==> config.mk <==
export PLATFORM = sky130hd
export DESIGN_NAME = mpb_slave
export DESIGN_NICKNAME = d
export VERILOG_FILES = /design/src/rtl/mpb_pkg.sv /design/src/rtl/mpb_regfile.sv /design/src/rtl/mpb_ctrl.sv /design/src/rtl/mpb_slave.sv
export SDC_FILE = /design/constraint.sdc
export NUM_CORES = 1
export LEC_CHECK = 0
export BUFFER_PORTS_ARGS = -buffer_cell sky130_fd_sc_hd__buf_2
export CELL_PAD_IN_SITES_DETAIL_PLACEMENT = 1
export CELL_PAD_IN_SITES_GLOBAL_PLACEMENT = 1
export CORE_MARGIN = 1
export CORE_UTILIZATION = 45
export DETAILED_ROUTE_END_ITERATION = 12
export HOLD_SLACK_MARGIN = 0.1
export PLACE_DENSITY = 0.75
export SLEW_MARGIN = 20
export SYNTH_ARGS = -nofsm -noshare
export SYNTH_HDL_FRONTEND = slang
export SYNTH_SLANG_ARGS = --single-unit
export TNS_END_PERCENT = 5
==> constraint.sdc <==
create_clock -name clk -period 2.7 [get_ports clk]
set_clock_uncertainty 0.1 [all_clocks]
set_input_delay 0.27 -clock clk [delete_from_list [all_inputs] [get_ports clk]]
set_output_delay 0.27 -clock clk [all_outputs]
set_load 0.005 [all_outputs]
==> src/rtl/mpb_pkg.sv <==
package mpb_pkg;

  // Access phases of the bus slave
  typedef enum logic [1:0] {
    ST_IDLE = 2'd0,  // waiting for chip select and strobe
    ST_RESP = 2'd1,  // ready cycle, register port active
    ST_HOLD = 2'd2   // waiting for the strobe to be released
  } mpb_state_e;

endpackage

==> src/rtl/mpb_regfile.sv <==
module mpb_regfile #(
  parameter int ADDR_W   = 15,
  parameter int DATA_W   = 8,
  parameter int NUM_REGS = 16
) (
  input  logic              clk,
  input  logic              rst_n,
  input  logic [ADDR_W-1:0] rf_addr,
  input  logic [DATA_W-1:0] rf_wdata,
  input  logic              rf_we,
  input  logic              rf_re,
  output logic [DATA_W-1:0] rf_rdata
);

  localparam int IDX_W = (NUM_REGS > 1) ? $clog2(NUM_REGS) : 1;
  localparam logic [ADDR_W-1:0] LIMIT = ADDR_W'(NUM_REGS);

  logic [NUM_REGS-1:0][DATA_W-1:0] mem;
  logic                            in_range;
  logic [IDX_W-1:0]                idx;

  // Compare the whole address so that set upper bits never alias a register
  assign in_range = (rf_addr < LIMIT);
  assign idx      = rf_addr[IDX_W-1:0];

  for (genvar gi = 0; gi < NUM_REGS; gi++) begin : g_reg
    logic hit;
    assign hit = rf_we && in_range && (idx == IDX_W'(gi));
    always_ff @(posedge clk or negedge rst_n) begin
      if (!rst_n)   mem[gi] <= '0;
      else if (hit) mem[gi] <= rf_wdata;
    end
  end

  always_comb begin
    rf_rdata = '0;
    if (rf_re && in_range) rf_rdata = mem[idx];
  end

  // Writes to unimplemented addresses leave the array untouched
  assert_oor_write_R7: assert property (@(posedge clk) disable iff (!rst_n)
    (rf_we && !in_range) |=> $stable(mem));

endmodule

==> src/rtl/mpb_ctrl.sv <==
module mpb_ctrl
  import mpb_pkg::*;
#(
  parameter int ADDR_W = 15,
  parameter int DATA_W = 8
) (
  input  logic              clk,
  input  logic              rst_n,
  input  logic              cs_n,
  input  logic              rw,
  input  logic              strb_n,
  input  logic [ADDR_W-1:0] addr,
  input  logic [DATA_W-1:0] d_in,
  output logic              rdy,
  output logic              d_oe,
  output logic [ADDR_W-1:0] rf_addr,
  output logic [DATA_W-1:0] rf_wdata,
  output logic              rf_we,
  output logic              rf_re
);

  mpb_state_e        state;
  logic [ADDR_W-1:0] acc_addr;
  logic [DATA_W-1:0] acc_data;
  logic              acc_rd;
  logic              start;

  assign start = (state == ST_IDLE) && !cs_n && !strb_n;

  always_ff @(posedge clk or negedge rst_n) begin
    if (!rst_n) begin
      state    <= ST_IDLE;
      acc_addr <= '0;
      acc_data <= '0;
      acc_rd   <= 1'b0;
    end else begin
      unique case (state)
        ST_IDLE: if (start) begin
          acc_addr <= addr;
          acc_data <= d_in;
          acc_rd   <= rw;
          state    <= ST_RESP;
        end
        ST_RESP: state <= strb_n ? ST_IDLE : ST_HOLD;
        ST_HOLD: if (strb_n) state <= ST_IDLE;
        default: state <= ST_IDLE;
      endcase
    end
  end

  assign rdy      = (state == ST_RESP);
  assign rf_addr  = acc_addr;
  assign rf_wdata = acc_data;
  assign rf_we    = (state == ST_RESP) && !acc_rd;
  assign rf_re    = (state != ST_IDLE) && acc_rd;
  assign d_oe     = rf_re;

  assert_accept_R2: assert property (@(posedge clk) disable iff (!rst_n)
    ((state == ST_IDLE) && !cs_n && !strb_n) |=> rdy);

  assert_rdy_one_cycle_R5: assert property (@(posedge clk) disable iff (!rst_n)
    rdy |=> !rdy);

  assert_cs_ignored_R6: assert property (@(posedge clk) disable iff (!rst_n)
    ((state == ST_IDLE) && cs_n) |=> (!rdy && !d_oe));

  assert_oe_held_R4: assert property (@(posedge clk) disable iff (!rst_n)
    (d_oe && !strb_n) |=> d_oe);

endmodule

==> src/rtl/mpb_slave.sv <==
module mpb_slave #(
  parameter int ADDR_W   = 15,
  parameter int DATA_W   = 8,
  parameter int NUM_REGS = 16
) (
  input  logic              clk,
  input  logic              rst_n,
  input  logic              cs_n,
  input  logic              rw,
  input  logic              strb_n,
  input  logic [ADDR_W-1:0] addr,
  input  logic [DATA_W-1:0] d_in,
  output logic [DATA_W-1:0] d_out,
  output logic              d_oe,
  output logic              rdy
);

  logic [ADDR_W-1:0] rf_addr;
  logic [DATA_W-1:0] rf_wdata;
  logic [DATA_W-1:0] rf_rdata;
  logic              rf_we;
  logic              rf_re;

  mpb_ctrl #(.ADDR_W(ADDR_W), .DATA_W(DATA_W)) u_ctrl (
    .clk(clk), .rst_n(rst_n), .cs_n(cs_n), .rw(rw), .strb_n(strb_n),
    .addr(addr), .d_in(d_in), .rdy(rdy), .d_oe(d_oe),
    .rf_addr(rf_addr), .rf_wdata(rf_wdata), .rf_we(rf_we), .rf_re(rf_re)
  );

  mpb_regfile #(.ADDR_W(ADDR_W), .DATA_W(DATA_W), .NUM_REGS(NUM_REGS)) u_rf (
    .clk(clk), .rst_n(rst_n), .rf_addr(rf_addr), .rf_wdata(rf_wdata),
    .rf_we(rf_we), .rf_re(rf_re), .rf_rdata(rf_rdata)
  );

  assign d_out = d_oe ? rf_rdata : '0;

  // While a read keeps the bus, the driven value does not move
  assert_read_stable_R4: assert property (@(posedge clk) disable iff (!rst_n)
    (d_oe && $past(d_oe)) |-> $stable(d_out));

endmodule

==> results of run 1 <==
-- worst min-delay path, stage by stage --
cell and delay (ns):
buf_2 0.09, nor4_2 0.04, buf_4 0.26
-- worst paths after layout --
path                            slack [ns]                 end                from
max in group asynchronous             1.40         u_rf.mem[4]               rst_n
worst max register to register        0.10        u_rf.mem[62]  u_ctrl.rf_addr[14]
worst max-delay path                  0.04            d_out[7]   u_ctrl.rf_addr[2]
worst min register to register        0.41       u_rf.mem[120]       u_rf.mem[120]
min in group asynchronous             0.38  u_ctrl.rf_addr[10]               rst_n
worst min-delay path                  0.23     u_ctrl.state[0]                cs_n
-- cells by family after synthesis --
logic type,synth area share [%]
buf+inv,1.93
mux,35.7
flops,55.6
xor+xnor,0.126
compound gates,1.89
simple gates,4.78
-- Yosys cell counts --
master	count
o21a_1	1
nor2_2	6
nand3_1	11
nand3b_1	3
o2111ai_1	2
buf_2	5
or3b_2	1
dfrtp_1	154
mux4_2	30
inv_1	1
or4_1	3
nor4_1	3
nand4_1	3
nor2_1	8
or3_1	5
a31oi_1	7
mux2i_1	4
o21ai_0	1
a21oi_1	1
nand2_1	3
nand2b_1	8
mux2_4	16
mux2_2	135
buf_1	4
clkbuf_1	18
xnor2_1	1
nor2b_1	2
a22oi_1	7
buf_6	2
nor3b_1	1
nor3_1	1
-- metal layers --
metal / GRT usage [%] / wire (um)
met1: 32.1 / 7900
met2: 38.8 / 8840
met3: 5.52 / 641
met4: 10.1 / 396
met5: 0 / 0
-- through the flow --
step                cell area [um2]  total power (W)  hold WS [ns]  utilization, %
finish                         8490          0.00575         0.225            56.1
global route                   8490          0.00595         0.236            56.1
CTS                            8430          0.00577         0.220            55.7
detailed placement             7550          0.00326         0.307            49.9
global placement               7550          0.00323         0.286            49.9
floorplan                      6940          0.00294        -0.126               -
-- state kept, by name, indices dropped and copies added, names as in the netlist --
name             cells
u_ctrl.acc_rd        1
u_ctrl.rf_addr      15
u_rf.mem           128
u_ctrl.state         2
u_ctrl.rf_wdata      8
-- power by group through the flow --
stage,Combinational (W),Sequential [W],Clock [W]
global placement,0.000589,0.00265,0
detailed placement,0.000606,0.00266,0
CTS,0.000641,0.00262,0.00251
finish,0.000666,0.00262,0.00247
floorplan,0.000434,0.00250,0
global route,0.000720,0.00264,0.00260
-- layout by cell type, fill, tap and decap left out, types with 2 or more instances in the layout --
cell type,synthesis,routed
dfrtp_2,0,3
a22oi_1,7,6
dlygate4sd3_1,0,26
nor2_2,6,6
a31oi_1,7,6
or4_1,3,3
buf_4,0,32
o2111ai_1,2,2
mux4_2,30,30
nand3b_1,3,3
buf_2,5,36
clkinv_4,0,6
mux2_4,16,16
nor2b_1,2,2
clkinv_2,0,2
clkbuf_16,0,18
nand3_1,11,11
bufinv_16,0,3
mux2i_1,4,4
or3_4,0,2
nor4_1,3,2
nand2b_1,8,8
buf_6,2,2
buf_12,0,4
nand2_1,3,3
nand4_1,3,3
or3_1,5,3
mux2_2,135,135
dfrtp_1,154,151
nor2_1,8,8
-- timing repair --
action / CTS / global route
pin swaps: 0 / 1
gates resized for setup: 2 / 5
endpoints found under the setup margin: 2 / 22
setup buffers: 0 / 2
hold endpoints to repair: 109 / 0
hold buffers: 26 / 0
cloned: 0 / 1
-- layout make-up --
class                      instances  area, um2  area share, %
timing repair buffer             101        808           9.52
inverter                           1       3.75         0.0442
sequential                       154       3860           45.4
clock buffer                      19        443           5.22
tap                              188        235           2.77
multi-input combinational        263       2980           35.0
clock inverter                    13        169           1.99
==> metrics.txt, run 1 <==
CP Depth 5; slowest stage delay, CP 0.57 ns; Cells after Synth 447; total core area 15100 um2; area leader, netlist dfrtp_1; buffers plus inverters on the worst setup path 2; Tot GR Track Use 24.3%; area added between synthesis and finish 22.4%; gr ovfl total 0; vias in the first global route 4756; H-tree Lvls 4; clock buffer depth 2; Tcrit/Tclk final 98.4%; fmax 0.376 GHz; first-pass GRT wire length 28300 um; Via Count 4285; CP top delay family multiplexers; CP Cell Sequence buf_12 > mux4_2 > a22oi_2 > a31oi_2 > buf_2; Detailed Place HPWL 11200 um; Min-Delay Path Depth 3; WL/cell 24.1 um; Initial DRT Pass Iterations 4; Seq cells post-synth 154; setup TNS 0 ns; Ports 38; initial antenna violation count 0; Max Cap Viol 0; Power Internal 0.00421 W; post-synthesis sequential area ratio 55.6%; FP Rows 45; detailed-route DRC error count 0; minimum clock period 2.66 ns; dpl cells 678; share of post-route cells with drive strength above 1 54.8%; Seq pwr share 45.6%; Worst-Margin Slew 0.850 ns; Slew Limit Fails 0; clock root buffer master clkbuf_16; Combinational Power Share 11.6%; initial core utilization 45.8%; die width 126 um; final worst slack 0.0428 ns; die area 15900 um2; Final setup viols 0; largest net degree at the start of global routing 87; area share of the largest cell type after synthesis 55.6%; PwrDens 678 nW/um2; worst min path class input pin to register; critical path class register to output port; Worst EP arrival 2.29 ns; peak supply drop 0.486 mV; Netlist Area Pre-Place 6940 um2; status finished clean; ANT nets after route 0; Area contributors post-synth dfrtp_1, mux2_2, mux4_2; Clk network pwr share 42.8%; final WL 17800 um; Worst path slowest cell mux4_2; Iter 0 DRT Violations 204; clk_lat worst skew 0.43 ns; dpl ws 0.0350 ns; final net count 566; Worst Path Required 2.33 ns; switching part of the total 26.8%; crit path launch type register; Critical Path End Type output port; RSZ-0062 raised after global routing yes; Die Ht 126 um; Slew HR 43.3%; Net Switching 0.00154 W; Post-Layout Cell Count 739; antenna cells 0; Net Count, Synth 475; Hold Vio Cnt, Final 0; clock sink count 154; Port Buffers 37; RD Place Congestion 0.800; Num CTS Buffers 17; clk slew on worst S/H paths 0.06 ns; leakage 4.01 nW; DR vias/cell 5.80; depth of the worst register-to-register path 6; Layout fillers 1422; Mapped Avg Cell Area 15.5 um2; Yosys cell types 31; crit-path max FO 14; CTS tree yes; synth warn 0
Note: power is estimated with default switching activity, not from simulation.
==> inputs of run 2 (changes only) <==
--- a/config.mk
+++ b/config.mk
@@ -5,6 +5,7 @@
 export SDC_FILE = /design/constraint.sdc
 export NUM_CORES = 1
 export LEC_CHECK = 0
+export ABC_AREA = 1
 export BUFFER_PORTS_ARGS = -buffer_cell sky130_fd_sc_hd__buf_2
 export CELL_PAD_IN_SITES_DETAIL_PLACEMENT = 1
 export CELL_PAD_IN_SITES_GLOBAL_PLACEMENT = 1
@@ -12,7 +13,7 @@
 export CORE_UTILIZATION = 45
 export DETAILED_ROUTE_END_ITERATION = 12
 export HOLD_SLACK_MARGIN = 0.1
-export PLACE_DENSITY = 0.75
+export PLACE_DENSITY = 0.83
 export SLEW_MARGIN = 20
 export SYNTH_ARGS = -nofsm -noshare
 export SYNTH_HDL_FRONTEND = slang
==> run 2 against run 1 <==
Net effect:
- sequential power is 6% lower
- maximum frequency is 8.2% higher
- utilization is 3.0 points lower
- critical path depth is 3 higher
- final area is 3.9% higher
- synthesized area is 11% higher
- sequential share of layout area is 1.7 points lower
- first-iteration DRC count is 82% higher
- largest power group unchanged
==> metrics.txt, run 2 <==
status finished clean; Slew Limit Fails 0 (unchanged); crit path launch type register; WL/cell 17.4 um (-28%); Net Count, Synth 1055 (+120%); most common cell after layout, fill and taps aside nand2_1; crit-path max FO 8 (-6); simple-gate share of the synthesized area 30.8% (+26 points); Area contributors post-synth dfrtp_1, nand2_1, o21ai_0; clock buffer depth 2 (unchanged); total core area 16600 um2 (+9.9%); Slew HR 43.0% (-0.28 points); max FFs per register 128 (unchanged); Netlist Area Pre-Place 7710 um2 (+11%); critical path class register to output port; leakage 4.46 nW (+11%); gr ovfl total 0 (unchanged); setup TNS 0 ns (unchanged); peak supply drop 0.502 mV (+3.2%); minimum clock period 2.46 ns (-0.201 ns); first-pass GRT wire length 37500 um (+33%); buffers plus inverters on the worst setup path 1 (-1); Adder-Cell Fraction of Synth Area 0% (unchanged); synth warn 0 (unchanged); area added between synthesis and finish 14.4%; Mapped Avg Cell Area 7.51 um2 (-52%); final worst slack 0.243 ns (+0.201 ns); mux cell area share after synthesis 0% (-36 points); die area 17700 um2 (+11%); Via Count 6655 (+55%); DR vias/cell 5.11 (-12%); largest reg by FF count u_rf.mem; dpl ws 0.553 ns (+0.518 ns); area leader, netlist dfrtp_1; Initial DRT Pass Iterations 5 (+1); prevailing post-synth register cell dfrtp_1; xor/xnor share of the synthesized area 0% (-0.13 points); Post-synth EDFFs 0 (unchanged); die width 133 um (+5.4%); post-CTS resize count 0 (-2); Seq cells post-synth 154 (unchanged); Tcrit/Tclk final 91.0% (-7.4 points); Synth Area in Compound Gates 9.15% (+7.3 points); Critical Path End Type output port; met1 usage 35.5% (+3.4 points); Global Route met2 Usage 46.1% (+7.3 points); ANT nets after route 0 (unchanged); Worst EP arrival 2.09 ns (-0.20 ns); clk slew on worst S/H paths 0.07 ns (about the same); Hold Vio Cnt, Final 0 (unchanged); final net count 1097 (+94%); clock root buffer master clkbuf_16; FP Rows 47 (+4.4%); post-synthesis sequential area ratio 50.0% (-5.6 points); Die Ht 133 um (+5.4%); PwrDens 708 nW/um2 (+4.5%); largest family of logic cells by synthesized area simple AND/OR/NAND/NOR gates; Design Power 0.00625 W (+8.6%); detailed-route DRC error count 0 (unchanged); GRT busiest layer met2; Yosys cell types 24 (-23%); CTS tree yes; worst min path class input pin to asynchronous set/reset pin; Tot GR Track Use 28.0% (+3.7 points); Detailed Place HPWL 13600 um (+21%); Worst path slowest cell dfrtp_1; clk_lat worst skew 0.44 ns (about the same); dpl cells 1244 (+83%); H-tree Lvls 4 (unchanged); fmax 0.407 GHz (+8.2%); antenna cells 0 (unchanged); top-count cell post-synth nand2_1; largest net degree at the start of global routing 64 (-26%); Port Buffers 37 (unchanged); most frequent cells in the layout nand2_1, dfrtp_1, inv_1; initial antenna violation count 0 (unchanged); Final setup viols 0 (unchanged); slowest stage delay, CP 0.39 ns (-0.18 ns); share of post-route cells with drive strength above 1 9.70% (-45 points); FFs w/ async S/R, synth 100% (unchanged); met3 usage 5.33% (-0.20 points); Ports 38 (unchanged); Worst-Margin Slew 0.854 ns (+0.00326 ns); vias in the first global route 7168 (+51%); CP top delay family simple AND/OR/NAND/NOR gates; clock sink count 154 (unchanged); CP Cell Sequence nor2_1 > nand2_2 > nor2_8 > nand2_1 > nor2_4 > nand2_1 > nor2_1 > buf_2; Post-Layout Cell Count 1302 (+76%); final WL 22600 um (+27%); Num CTS Buffers 17 (unchanged); RSZ-0062 raised after global routing no; initial core utilization 46.3% (+0.54 points); Worst Path Required 2.33 ns (about the same); RD Place Congestion 0.824 (+3.0%); area share of the largest cell type after synthesis 50.0% (-5.6 points); Iter 0 DRT Violations 371 (+82%); Cells after Synth 1027 (+130%); Max Cap Viol 0 (unchanged); top post-synthesis cells by count nand2_1, dfrtp_1, inv_1, o21ai_0, nor2_1
-- run 2: final timing paths --
path,from,endpoint,slack (ns),cells past startpoint
min reg2reg,u_rf.mem[82],u_rf.mem[82],0.38,2
max reg2reg,u_ctrl.rf_addr[6],u_rf.mem[20],0.41,7
max in group asynchronous,rst_n,u_rf.mem[114],1.48,3
min in group clk,cs_n,u_ctrl.rf_addr[14],0.33,5
max,u_ctrl.rf_addr[6],d_out[0],0.24,8
min,rst_n,u_ctrl.acc_rd,0.29,2
-- run 2: layer usage --
metal	routed length [um]	vias up
li1	-	3212
met1	10200	3274
met2	10800	122
met3	831	47
met4	708	0
met5	0	-
-- run 2: repair_timing --
item / in CTS / in global routing
setup endpoints to repair: 0 / 0
setup buffers: 0 / 0
hold endpoints to repair: 86 / 0
hold buffers: 26 / 0
-- run 2: final cells by class --
type | count | area, um2
inverter | 117 | 445
multi-input combinational | 703 | 3080
sequential | 154 | 3850
timing repair buffer | 76 | 587
fill | 2065 | 7820
clock buffer | 17 | 425
tap | 220 | 275
clock inverter | 15 | 156
-- run 2: stage by stage --
| stage | util [%] | area [um2] | hold WS [ns] |
|---|---|---|---|
| 4_1_cts | 53.0 | 8820 | 0.300 |
| 2_1_floorplan | - | 7710 | -0.126 |
| 5_1_grt | 53.0 | 8820 | 0.365 |
| 3_3_place_gp | 48.0 | 7980 | 0.203 |
| 3_5_place_dp | 48.0 | 7980 | 0.204 |
| 6_report | 53.0 | 8820 | 0.291 |
-- run 2: logic make-up after synthesis --
logic type             after synthesis
AOI/OAI and AO/OA                  141
buffers and inverters              170
DFF                                154
and+or+nand+nor                    562
-- run 2: where the power goes --
group | internal (W) | switching [W] | leakage [nW] | total [W]
logic | 0.000367 | 0.00104 | 2.07 | 0.00141
clock network | 0.00130 | 0.00108 | 0.277 | 0.00238
registers | 0.00240 | 0.0000562 | 2.11 | 0.00245
==> inputs of run 3 (changes only) <==
--- a/config.mk
+++ b/config.mk
@@ -13,6 +13,7 @@
 export CORE_UTILIZATION = 45
 export DETAILED_ROUTE_END_ITERATION = 12
 export HOLD_SLACK_MARGIN = 0.1
+export MAX_ROUTING_LAYER = met4
 export PLACE_DENSITY = 0.83
 export SLEW_MARGIN = 20
 export SYNTH_ARGS = -nofsm -noshare
==> run 3 against run 2 <==
Net effect:
- sequential cell count unchanged
- sequential power is essentially flat
- die area is the same
- cell count is the same
- register-to-register slack about the same
- first-iteration DRC count grew 6.2%
- final area unchanged
- critical path depth is the same
==> metrics.txt, run 3 (synthesis gave the netlist of run 2 again) <==
status finished clean; die area 17700 um2 (unchanged); largest reg by FF count u_rf.mem; ANT nets after route 0 (unchanged); CTS tree yes; most common cell after layout, fill and taps aside nand2_1; Worst EP arrival 2.09 ns (about the same); post-CTS resize count 0 (unchanged); Power Internal 0.00407 W (about the same); Tot GR Track Use 28.9% (+0.92 points); postcts setup bufs 0 (unchanged); share of post-route cells with drive strength above 1 9.70% (unchanged); Port Buffers 37 (unchanged); Seq pwr share 39.3% (about the same); clk slew on worst S/H paths 0.07 ns (about the same); Final setup viols 0 (unchanged); Post-Layout Cell Count 1302 (unchanged); gr ovfl total 0 (unchanged); CP top delay family simple AND/OR/NAND/NOR gates; crit path launch type register; minimum clock period 2.46 ns (-0.000161 ns); Via Count 6665 (+0.15%); Combinational Power Share 22.6% (about the same); Tcrit/Tclk final 91.0% (about the same); Num CTS Buffers 17 (unchanged); Slew Limit Fails 0 (unchanged); Clk network pwr share 38.1% (about the same); Design Power 0.00625 W (about the same); H-tree Lvls 4 (unchanged); slowest stage delay, CP 0.39 ns (about the same); Die Ht 133 um (unchanged); leakage 4.46 nW (unchanged); Worst-Margin Slew 0.873 ns (+0.0198 ns); detailed-route DRC error count 0 (unchanged); Hold Vio Cnt, Final 0 (unchanged); setup TNS 0 ns (unchanged); CP Cell Sequence nor2_1 > nand2_2 > nor2_8 > nand2_1 > nor2_4 > nand2_1 > nor2_1 > buf_2; vias in the first global route 7146 (-0.31%); # hold bufs at CTS 26 (unchanged); most frequent cells in the layout nand2_1, dfrtp_1, inv_1; final net count 1097 (unchanged); initial core utilization 46.3% (unchanged); Ports 38 (unchanged); switching part of the total 34.9% (about the same); RSZ-0062 raised after global routing no; fmax 0.407 GHz (about the same); Iter 0 DRT Violations 394 (+6.2%); Net Switching 0.00218 W (about the same); Reg-to-Reg End u_rf.mem[20]; clock root buffer master clkbuf_16; die width 133 um (unchanged); clock sink count 154 (unchanged); dpl ws 0.553 ns (unchanged); WL/cell 17.3 um (-0.17%); Layout fillers 2065 (unchanged); RD Place Congestion 0.837 (+1.5%); Initial DRT Pass Iterations 5 (unchanged); Worst Path Required 2.33 ns (about the same); clock buffer depth 2 (unchanged); flip-flop and latch area 3850 um2 (unchanged); total core area 16600 um2 (unchanged); critical path class register to output port; final core utilization 53.0% (unchanged); initial antenna violation count 0 (unchanged); RR Startpoint u_ctrl.rf_addr[6]; Reg2Reg Setup Slack 0.41 ns (about the same); FP Rows 47 (unchanged); Critical Path End Type output port; final WL 22600 um (-0.17%); largest net degree at the start of global routing 64 (unchanged); clk_lat worst skew 0.44 ns (about the same); Detailed Place HPWL 13600 um (unchanged); final worst slack 0.243 ns (+0.000161 ns); DR vias/cell 5.12 (+0.15%); area added between synthesis and finish 14.4% (unchanged); Worst path slowest cell dfrtp_1; crit-path max FO 8 (unchanged); max FFs per register 128 (unchanged); Slew HR 41.7% (-1.3 points); antenna cells 0 (unchanged); first-pass GRT wire length 37600 um (+0.13%); area of the multi-input gates 3080 um2 (unchanged); PwrDens 708 nW/um2 (about the same); buffers plus inverters on the worst setup path 1 (unchanged); worst min path class input pin to asynchronous set/reset pin; depth of the worst register-to-register path 7 (unchanged); peak supply drop 0.505 mV (+0.58%); Max Cap Viol 0 (unchanged); dpl cells 1244 (unchanged)
run 3: cell counts in the layout (fill, tap and decap cells not counted):
No cell type changed its count.
run 3: final cells by class:
cell class                 instances  share of cell area [%]
sequential                       154                    43.7
multi-input combinational        703                    34.9
timing repair buffer              76                    6.65
inverter                         117                    5.05
clock buffer                      17                    4.82
tap                              220                    3.12
clock inverter                    15                    1.77
run 3: worst max path at each step:
stage,from,endpoint,slack (ns),cells after the start
6_report,u_ctrl.rf_addr[6],d_out[0],0.24,8
5_1_grt,u_ctrl.rf_addr[1],d_out[0],0.08,9
4_1_cts,u_ctrl.rf_addr[1],d_out[0],0.25,9
3_5_place_dp,u_ctrl.rf_addr[6],u_rf.mem[29],0.55,6
3_3_place_gp,u_ctrl.rf_addr[14],u_rf.mem[18],0.66,7
2_1_floorplan,u_ctrl.rf_addr[6],d_out[0],0.91,8
run 3: metrics by stage:
stage               cell area, um2  hold WS, ns
floorplan                     7710       -0.126
global placement              7980        0.203
detailed placement            7980        0.204
CTS                           8820        0.300
global route                  8820        0.365
finish                        8820        0.298
run 3: power groups by stage:
stage / logic (W) / registers [W] / clock network (W)
finish: 0.00141 / 0.00245 / 0.00238
global route: 0.00158 / 0.00246 / 0.00250
CTS: 0.00141 / 0.00245 / 0.00242
detailed placement: 0.00136 / 0.00249 / 0
global placement: 0.00133 / 0.00249 / 0
floorplan: 0.000911 / 0.00247 / 0
run 3: worst reg2reg max path, stage by stage (launching register included):
cell     delay [ns]
dfrtp_1        0.39
nor2_1         0.19
nand2_2        0.12
nor2_8         0.13
buf_4          0.33
nand4_1        0.53
nand2_1        0.22
o21ai_0        0.12
run 3: layer usage:
metal	GRT usage, %	wire [um]	part of all wire, %	vias to the layer above
met5	-	0	0	-
met4	13.1	693	3.1	0
met3	5.21	825	3.7	47
met2	46.1	10800	48	119
met1	35.7	10300	45	3283
li1	-	-	-	3216
